## config.mk

```make
export PLATFORM = sky130hd
export DESIGN_NAME = dbg_serial_slave
export DESIGN_NICKNAME = d
export VERILOG_FILES = /design/src/rtl/dbg_serial_slave.sv
export SDC_FILE = /design/constraint.sdc
export NUM_CORES = 1
export LEC_CHECK = 0
export BUFFER_PORTS_ARGS = -buffer_cell sky130_fd_sc_hd__buf_2
export CORE_MARGIN = 2
export CORE_UTILIZATION = 27
export DETAILED_ROUTE_END_ITERATION = 8
export PLACE_DENSITY = 0.46
export SLEW_MARGIN = 20
export SYNTH_ARGS = -nofsm -noshare
export SYNTH_HDL_FRONTEND = slang
export SYNTH_SLANG_ARGS = --single-unit
```

## constraint.sdc

```tcl
create_clock -name clk -period 3.7 [get_ports clk]
set_clock_uncertainty 0.05 [all_clocks]
set_input_delay 0.185 -clock clk [delete_from_list [all_inputs] [get_ports clk]]
set_output_delay 0.185 -clock clk [all_outputs]
set_load 0.005 [all_outputs]
```

## src/rtl/dbg_serial_slave.sv

```systemverilog
module dbg_serial_slave #(
  parameter int DW = 16
) (
  input  logic          clk,
  input  logic          rst_n,
  input  logic          sclk_i,
  input  logic          sdi_i,
  output logic          sdo_o,
  output logic [DW-1:0] rx_data_o,
  output logic          rx_valid_o,
  input  logic          tx_load_i,
  input  logic [2:0]    tx_type_i,
  input  logic [DW-1:0] tx_data_i
);
  localparam int WW = DW + 1;
  localparam int CW = $clog2(WW);
  localparam logic [CW-1:0] LAST = CW'(WW - 1);
  localparam logic [WW-1:0] NOT_READY = {1'b1, {DW{1'b0}}};

  function automatic logic [WW-1:0] encode(logic [2:0] t, logic [DW-1:0] d);
    case (t)
      3'd0:    return {1'b0, d};
      3'd1:    return {1'b0, {DW{1'b1}}};
      3'd2:    return NOT_READY;
      3'd3:    return {1'b1, DW'(1)};
      default: return {1'b1, {DW{1'b1}}};
    endcase
  endfunction

  logic [1:0] smp_q, syn_q;
  logic       sclk_d;

  always_ff @(posedge clk or negedge rst_n)
    if (!rst_n) smp_q <= '0;
    else        smp_q <= {sclk_i, sdi_i};

  always_ff @(negedge clk or negedge rst_n)
    if (!rst_n) syn_q <= '0;
    else        syn_q <= smp_q;

  always_ff @(posedge clk or negedge rst_n)
    if (!rst_n) sclk_d <= 1'b0;
    else        sclk_d <= syn_q[1];

  wire sclk_rise = syn_q[1] & ~sclk_d;
  wire sclk_fall = ~syn_q[1] & sclk_d;

  logic [CW-1:0] bit_cnt;
  logic [DW-1:0] rx_sh;
  logic [WW-1:0] tx_sh, pend;
  logic          pend_v;

  wire done = sclk_rise && (bit_cnt == LAST);
  wire idle = (bit_cnt == '0) && !sclk_rise;
  wire [WW-1:0] load_word = encode(tx_type_i, tx_data_i);

  always_ff @(posedge clk or negedge rst_n)
    if (!rst_n) begin
      bit_cnt    <= '0;
      rx_sh      <= '0;
      rx_data_o  <= '0;
      rx_valid_o <= 1'b0;
    end else begin
      rx_valid_o <= done;
      if (sclk_rise) begin
        rx_sh   <= {rx_sh[DW-2:0], syn_q[0]};
        bit_cnt <= done ? '0 : bit_cnt + 1'b1;
      end
      if (done) rx_data_o <= {rx_sh[DW-2:0], syn_q[0]};
    end

  always_ff @(posedge clk or negedge rst_n)
    if (!rst_n) begin
      tx_sh  <= NOT_READY;
      pend   <= '0;
      pend_v <= 1'b0;
    end else if (done) begin
      tx_sh  <= tx_load_i ? load_word : (pend_v ? pend : NOT_READY);
      pend_v <= 1'b0;
    end else if (tx_load_i && idle) begin
      tx_sh  <= load_word;
    end else begin
      if (sclk_fall && bit_cnt != '0) tx_sh <= {tx_sh[WW-2:0], 1'b0};
      if (tx_load_i) begin
        pend   <= load_word;
        pend_v <= 1'b1;
      end
    end

  assign sdo_o = tx_sh[WW-1];
endmodule

```

==> flow_summary.toml, run 1 <==
[synth]
synth-edff-count = 0
synth_top_area_share = 0.5098
synth_common_cells = "nand2_1 (125), dfrtp_1 (74), nor2_1 (51), mux2_2 (20), a31oi_1 (17)"
synth_flop_cell = "dfrtp_1"
synthMostInstantiatedCell = "nand2_1"
async_flop_share = 1.000
avgSynthCellArea_um2 = 9.103
synth_area_um2 = 3632
yosys.area.top_type = "dfrtp_1"
synthCells = 399
yosysWarnings = 0
synthDistinctLibCells = 39
yosysSeqAreaShare = 0.5308
synth-seq-cells = 77
syn-num-nets = 425
synthTopCellsByArea = "dfrtp_1 (51%), nand2_1 (13%), mux2_2 (6.2%)"

[sta]
finalHoldViolations = 0
tightest_slew_ns = 1.069
rsz0062_at_grt = "no"
setup_violations = 0
slew_viol_final = 0
hold_slack_ns = 0.1399
slew_headroom = 0.2855
setup_tns_ns = 0

[critical_path]
end_kind = "flip-flop"
start_kind = "flip-flop"
crit_fanout = 13
path_cells = "nor2b_1 > buf_4 > xnor2_1 > a21oi_2 > buf_12 > mux2_2"
crit_buf_inv = 2
arrival_ns = 3.74
cp_slowest_cell = "dfrtn_1"
path_class = "reg2reg"
cp_top_family = "flip-flops"
critPathRequiredTime_ns = 3.86
max_stage_delay_ns = 0.40

[detailed_routing]
drt-total-wl_um = 8807
drc = 0
drt_iter0_drc = 189
wl_per_cell_um = 14.09
viasPerCell = 4.523
dr_total_vias = 2827
dr.pass1.iters = 4
antenna_left = 0

[place]
io_buffers = 41
place_area_um2 = 4068
dp_hpwl_um = 5665
dp_cells = 604
place_congestion = 0.7516

[pwr]
seqPwrFrac = 0.457
powerDensity_nw_per_um2 = 572.9
power_frac_clock = 0.323
internal-power_uw = 1778
finalPower_uw = 2526
ir_worst_vdd_uv = 279.2
sw_frac_of_total = 0.2962
p_leak_uw = 0.002097
power_switching_uw = 748.3
comb_power_share = 0.220

[finish]
nNetsFinal = 470
multi_input_area_um2 = 1554
n_antenna_cell = 0
drive_above_1_share = 0.2160
final_cells = 625
area_growth_pct = 21.39
design_area_um2 = 4409
fill_cells = 1356
seqCellArea_um2 = 1928

[clock_network]
clkTransAtPathRegs_ns = 0.06
cts_sinks = 77
max-clock-path-buffers = 2
root_buffer = "clkbuf_16"
insertion_delay_ns = 0.34
cts_buffers = 9
cts_tree = "yes"
h-tree-depth = 3

[floorplan]
die_x_um = 120.0
num_io_pins = 42
rows = 42
coreArea_um2 = 13190
start_util = 0.2754
die_area_um2 = 14400
die_h_um = 120.0

[flow_run]
cap_viol_max_count = 0

[global_route]
grt.total_usage = 0.1307
grt.overflow.total = 0
grt_pass1_vias = 2935
grt_pass1_wl_um = 14950
grt_max_degree = 51
antenna_found_initial = 0

[status]
status = "finished, final reports clean"

[worst_hold_path]
hold_class = "in2reg"
state kept, by name, indices dropped and copies added (netlist names):
signal	count
bit_cnt	5
pend	17
pend_v	1
rx_data_o	16
rx_sh	15
rx_valid_o	1
sclk_d	1
smp_q	2
syn_q	2
tx_sh	17
power groups by stage:
stage                     Combinational, uW  Clock [uW]  Sequential, uW
after floorplan                         416           0            1130
after global placement                  530           0            1160
after detailed placement                542           0            1170
after CTS                               549         841            1160
after global routing                    635         877            1180
final                                   557         815            1150
timing repair:
item,CTS,global route
endpoints found under the setup margin,0,26
resized for setup,0,2
endpoints found under the hold margin,27,0
hold buffers,3,0
setup buffers,0,1
metrics by stage:
stage | setup WS, ns | utilization
2_1_floorplan | 0.02399 | -
3_3_place_gp | 0.09962 | 0.3084
3_5_place_dp | 0.08036 | 0.3084
4_1_cts | 0.06660 | 0.3313
5_1_grt | 0.01106 | 0.3343
6_report | 0.1223 | 0.3343
cell families after synthesis:
family | count (synthesis) | synth area share
AO/OA/AOI/OAI | 65 | 0.1285
XOR/XNOR | 3 | 0.007235
flip-flops | 77 | 0.5308
buffers and inverters | 34 | 0.04203
multiplexers | 21 | 0.06476
adder cells (fa/ha/maj) | 2 | 0.006888
AND/OR/NAND/NOR | 197 | 0.2198
cell usage in the layout, fill, tap and decap left out, drive strengths merged:
cell         instances
a211oi               1
a21o                 5
a21oi               11
a22o                10
a2bb2oi              4
a31oi               17
a41oi                1
and3                 1
buf                 56
clkbuf              14
clkinvlp             4
dfrtn                2
dfrtp               74
dfstp                1
dlygate4sd3          3
ha                   2
inv                  7
mux2                20
mux2i                1
nand2              125
nand2b               1
nand3                9
nand3b               1
nand4                2
nor2                51
nor2b                5
nor3                 1
nor3b                1
o21ai                1
o21bai              10
o221ai               2
o22ai                2
o31a                 1
xnor2                2
xor2                 1
area by class of cell:
type | count | area share
multi-input cells | 288 | 0.3524
repair buffers | 60 | 0.09081
flip-flops and latches | 77 | 0.4373
clock inverters | 3 | 0.005108
inverters | 8 | 0.007662
well taps | 176 | 0.04994
clock buffers | 13 | 0.05675
final timing paths:
kind | startpoint | to | slack, ns | depth (start not counted)
hold reg to reg | rx_data_o[7] | rx_data_o[7] | 0.42 | 2
setup reg to reg | syn_q[1] | pend[12] | 0.12 | 6
max in group asynchronous | rst_n | syn_q[0] | 1.28 | 2
hold / removal | tx_data_i[0] | pend[0] | 0.14 | 3
setup / recovery | syn_q[1] | pend[12] | 0.12 | 6
min in group asynchronous | rst_n | rx_data_o[2] | 0.29 | 2
routing by layer:
metal  track usage  up-vias  wire length [um]
met5             0        -                 0
met4       0.03309        0                61
met3       0.03850        5               378
met2        0.2070       53              4041
met1        0.1752     1355              4325
li1              -     1414                 -
worst min-delay path, delay by kind of cell:
kind | cells | cell delay [ns]
AOI/OAI and AO/OA | 2 | 0.22
buffers and inverters | 1 | 0.07
(Power assumes the default switching activity.)
==> run 2, diff against run 1 <==
--- a/config.mk
+++ b/config.mk
@@ -6,8 +6,10 @@
 export NUM_CORES = 1
 export LEC_CHECK = 0
 export BUFFER_PORTS_ARGS = -buffer_cell sky130_fd_sc_hd__buf_2
+export CORE_ASPECT_RATIO = 1.5
 export CORE_MARGIN = 2
 export CORE_UTILIZATION = 27
+export CTS_CLUSTER_DIAMETER = 150
 export DETAILED_ROUTE_END_ITERATION = 8
 export PLACE_DENSITY = 0.46
 export SLEW_MARGIN = 20
==> flow_summary.toml, run 2 (synthesis gave the netlist of run 1 again) <==
[status]
status = "finished, final reports clean"

[finish]
area_growth_pct = 20.74
multi_input_area_um2 = 1559
layout_commonest_cell = "nand2_1"
most-common-layout-cells = "nand2_1 (125), dfrtp_1 (74), nor2_1 (51)"
fill_cells = 1347
n_antenna_cell = 0
design_area_um2 = 4385
top_regs = "pend: 17 flops, tx_sh: 17 flops, rx_data_o: 16 flops"
drive_above_1_share = 0.2112
seqCellArea_um2 = 1928
final_util = 0.3352
nNetsFinal = 466

[clock_network]
max-clock-path-buffers = 2
root_buffer = "clkbuf_16"
cts_buffers = 9
cts_sinks = 77
h-tree-depth = 3
cts_tree = "yes"
clkTransAtPathRegs_ns = 0.06
insertion_delay_ns = 0.34

[detailed_routing]
dr_total_vias = 2809
viasPerCell = 4.651
drt-total-wl_um = 8457
drt_iter0_drc = 113
antenna_left = 0
drc = 0
dr.pass1.iters = 7
wl_per_cell_um = 14.00

[sta]
slew_headroom = 0.3870
rsz0062_at_grt = "no"
slew_viol_final = 0
setup_tns_ns = 0
setup_violations = 0
finalHoldViolations = 0
tightest_slew_ns = 0.9175

[floorplan]
coreArea_um2 = 13080
die_x_um = 98.70
rows = 51
start_util = 0.2777
die_area_um2 = 14420
die_h_um = 146.1
num_io_pins = 42

[critical_path]
start_kind = "flip-flop"
critPathRequiredTime_ns = 3.90
end_kind = "flip-flop"
arrival_ns = 3.73
path_class = "reg2reg"
crit_fanout = 6

[global_route]
antenna_found_initial = 0
grt.total_usage = 0.1247
grt.overflow.total = 0
grt_pass1_vias = 2822
grt_pass1_wl_um = 14340
grt_max_degree = 40

[place]
place_congestion = 0.7430
io_buffers = 41
dp_hpwl_um = 5895
place_area_um2 = 4031

[flow_run]
cap_viol_max_count = 0

[worst_hold_path]
hold_class = "in2reg"

[pwr]
p_leak_uw = 0.002107
ir_worst_vdd_uv = 206.6
powerDensity_nw_per_um2 = 591.2
finalPower_uw = 2593
==> run 2: cell types whose count changed in the layout (fill, tap and decap cells not counted), sizes merged <==
cell      previous run  this run
buf                 56        53
clkbuf              14        13
bufinv               0         1
clkinv               0         2
clkinvlp             4         1
==> run 2: final cells by class <==
class	instances	share of cell area
clock buffers	13	0.06163
clock inverters	3	0.009700
inverters	8	0.006847
multi-input cells	288	0.3555
flip-flops and latches	77	0.4397
well taps	159	0.04536
repair buffers	56	0.08131
==> run 2: path summary, 6_finish.rpt <==
kind                              start      endpoint  cells after the start  slack, ns
setup / recovery               syn_q[1]     tx_sh[10]                      5       0.17
hold / removal             tx_data_i[0]      tx_sh[0]                      3       0.17
setup reg to reg               syn_q[1]     tx_sh[10]                      5       0.17
hold reg to reg            rx_data_o[9]  rx_data_o[9]                      2       0.42
max in group asynchronous         rst_n      syn_q[0]                      2       1.16
min in group asynchronous         rst_n     tx_sh[12]                      2       0.32
==> run 2: metrics by stage <==
stage / hold slack (ns) / setup WS (ns) / instances
2_1_floorplan: -0.1606 / 0.02399 / 399
3_3_place_gp: 0.1470 / 0.05902 / 585
3_5_place_dp: 0.1478 / -0.02275 / 585
4_1_cts: 0.1723 / 0.07849 / 604
5_1_grt: 0.1908 / 0.02321 / 604
6_report: 0.1747 / 0.1693 / 604
==> run 2: repair_timing <==
item / 4_1_cts / 5_1_grt
hold buffers: 3 / 0
pin swaps: 0 / 0
endpoints found under the setup margin: 12 / 13
endpoints found under the hold margin: 38 / 0
resized for setup: 1 / 2
buffers inserted: 0 / 0
==> run 2: power breakdown <==
part           internal [uW]  leakage [uW]  switching [uW]
Sequential              1020      0.000918             129
Combinational            270       0.00104             267
Clock                    576      0.000152             328
Total                   1870       0.00211             723
==> run 2: routing by layer <==
layer / share of wire / routed length (um) / vias up / track usage
li1: - / - / 1406 / -
met1: 0.44 / 3737 / 1346 / 0.1555
met2: 0.51 / 4277 / 48 / 0.2095
met3: 0.034 / 290 / 9 / 0.02154
met4: 0.018 / 151 / 0 / 0.05616
met5: 0 / 0 / - / 0
==> run 2: worst max-delay path, stage by stage, from the launching register on <==
cell and delay (ns):
dfrtn_1 0.41, nor2b_4 0.22, xnor2_1 0.20, nand2_1 0.22, o31a_1 0.34, a31oi_1 0.16
==> run 3, diff against run 2 <==
--- a/config.mk
+++ b/config.mk
@@ -8,10 +8,10 @@
 export BUFFER_PORTS_ARGS = -buffer_cell sky130_fd_sc_hd__buf_2
 export CORE_ASPECT_RATIO = 1.5
 export CORE_MARGIN = 2
-export CORE_UTILIZATION = 27
+export CORE_UTILIZATION = 35
 export CTS_CLUSTER_DIAMETER = 150
 export DETAILED_ROUTE_END_ITERATION = 8
-export PLACE_DENSITY = 0.46
+export PLACE_DENSITY = 0.55
 export SLEW_MARGIN = 20
 export SYNTH_ARGS = -nofsm -noshare
 export SYNTH_HDL_FRONTEND = slang
==> flow_summary.toml, run 3 (synthesis gave the netlist of run 1 again) <==
[critical_path]
end_kind = "flip-flop"
max_stage_delay_ns = 0.41
cp_slowest_cell = "dfrtn_1"
path_cells = "nor2b_4 > buf_6 > a21oi_1 > o221ai_2 > buf_4 > buf_12 > nor2_1 > a41oi_1"
crit_fanout = 17
path_class = "reg2reg"
start_kind = "flip-flop"
critPathRequiredTime_ns = 3.90
arrival_ns = 3.78

[pwr]
powerDensity_nw_per_um2 = 601.8
ir_worst_vdd_uv = 263.4
p_leak_uw = 0.002144

[finish]
layout_commonest_cell = "nand2_1"
design_area_um2 = 4413
most-common-layout-cells = "nand2_1 (125), dfrtp_1 (74), nor2_1 (51)"
fill_cells = 998
n_antenna_cell = 0
top_regs = "pend: 17 flops, tx_sh: 17 flops, rx_data_o: 16 flops"
final_cells = 568
nNetsFinal = 472
drive_above_1_share = 0.2262
area_growth_pct = 21.49

[floorplan]
rows = 45
num_io_pins = 42
die_h_um = 128.8
start_util = 0.3584
die_x_um = 87.18
coreArea_um2 = 10130
die_area_um2 = 11230

[sta]
setup_slack_ns = 0.1120
slew_viol_final = 0
hold_slack_ns = 0.1756
slew_headroom = 0.3065
finalHoldViolations = 0
tightest_slew_ns = 1.038
setup_tns_ns = 0
setup_violations = 0

[place]
place_congestion = 0.7312
place_area_um2 = 3986
dp_cells = 544
io_buffers = 41
dp_hpwl_um = 5465
pre_cts_ws_ns = 0.04758

[detailed_routing]
dr_total_vias = 2856
drc = 0
viasPerCell = 5.028
dr.pass1.iters = 4
antenna_left = 0
drt_iter0_drc = 121
drt-total-wl_um = 8292
wl_per_cell_um = 14.60

[clock_network]
cts_tree = "yes"
clkTransAtPathRegs_ns = 0.06
max-clock-path-buffers = 2
cts_sinks = 77
h-tree-depth = 3
insertion_delay_ns = 0.33
cts_buffers = 9
root_buffer = "clkbuf_16"

[global_route]
grt.overflow.total = 0
grt_pass1_wl_um = 13540
grt.total_usage = 0.1548
antenna_found_initial = 0
grt_max_degree = 52
grt_pass1_vias = 2777

[flow_run]
cap_viol_max_count = 0

[worst_hold_path]
hold_class = "in2reg"

[status]
status = "finished, final reports clean"
run 3: layout make-up:
class | instances | area [um^2] | area share
clock buffer | 9 | 225.2 | 0.05103
clock inverter | 7 | 97.59 | 0.02212
inverter | 8 | 33.78 | 0.007655
multi-input combinational | 288 | 1559 | 0.3533
sequential | 77 | 1928 | 0.4369
tap | 117 | 146.4 | 0.03317
timing repair buffer | 62 | 422.9 | 0.09583
run 3: power breakdown:
part           internal (uW)  switching, uW
Combinational            287            275
Clock                    593            351
Sequential              1020            128
run 3: what timing repair did:
action / 4_1_cts / 5_1_grt
resized for setup: 0 / 5
hold endpoints to repair: 26 / 0
hold buffers: 3 / 0
endpoints found under the setup margin: 0 / 26
buffers inserted: 0 / 4
run 3: path summary, 6_finish.rpt:
check / from / to / slack [ns] / cells past startpoint
hold reg to reg: rx_data_o[0] / rx_data_o[0] / 0.42 / 2
setup / recovery: syn_q[1] / tx_sh[16] / 0.11 / 8
max in group asynchronous: rst_n / syn_q[1] / 1.30 / 2
hold / removal: tx_data_i[0] / pend[0] / 0.18 / 3
min in group asynchronous: rst_n / pend[8] / 0.26 / 2
setup reg to reg: syn_q[1] / tx_sh[16] / 0.11 / 8
run 3: routing by layer:
metal	track usage	vias to the layer above	wire, um
li1	-	1417	-
met1	0.1897	1383	3768
met2	0.2672	48	4153
met3	0.02309	8	241
met4	0.06787	0	128
met5	0	-	0
run 3: stage by stage:
step             util  total power [uW]
2_1_floorplan       -              1544
3_3_place_gp   0.3933              1679
3_5_place_dp   0.3933              1701
4_1_cts        0.4281              2657
5_1_grt        0.4354              2804
6_report       0.4354              2656
run 3: critical path, delay by kind of cell (launching register included):
family | cells | cell delay (ns)
AOI/OAI and AO/OA | 3 | 0.49
DFF | 1 | 0.41
buffers and inverters | 3 | 0.47
and+or+nand+nor | 2 | 0.23
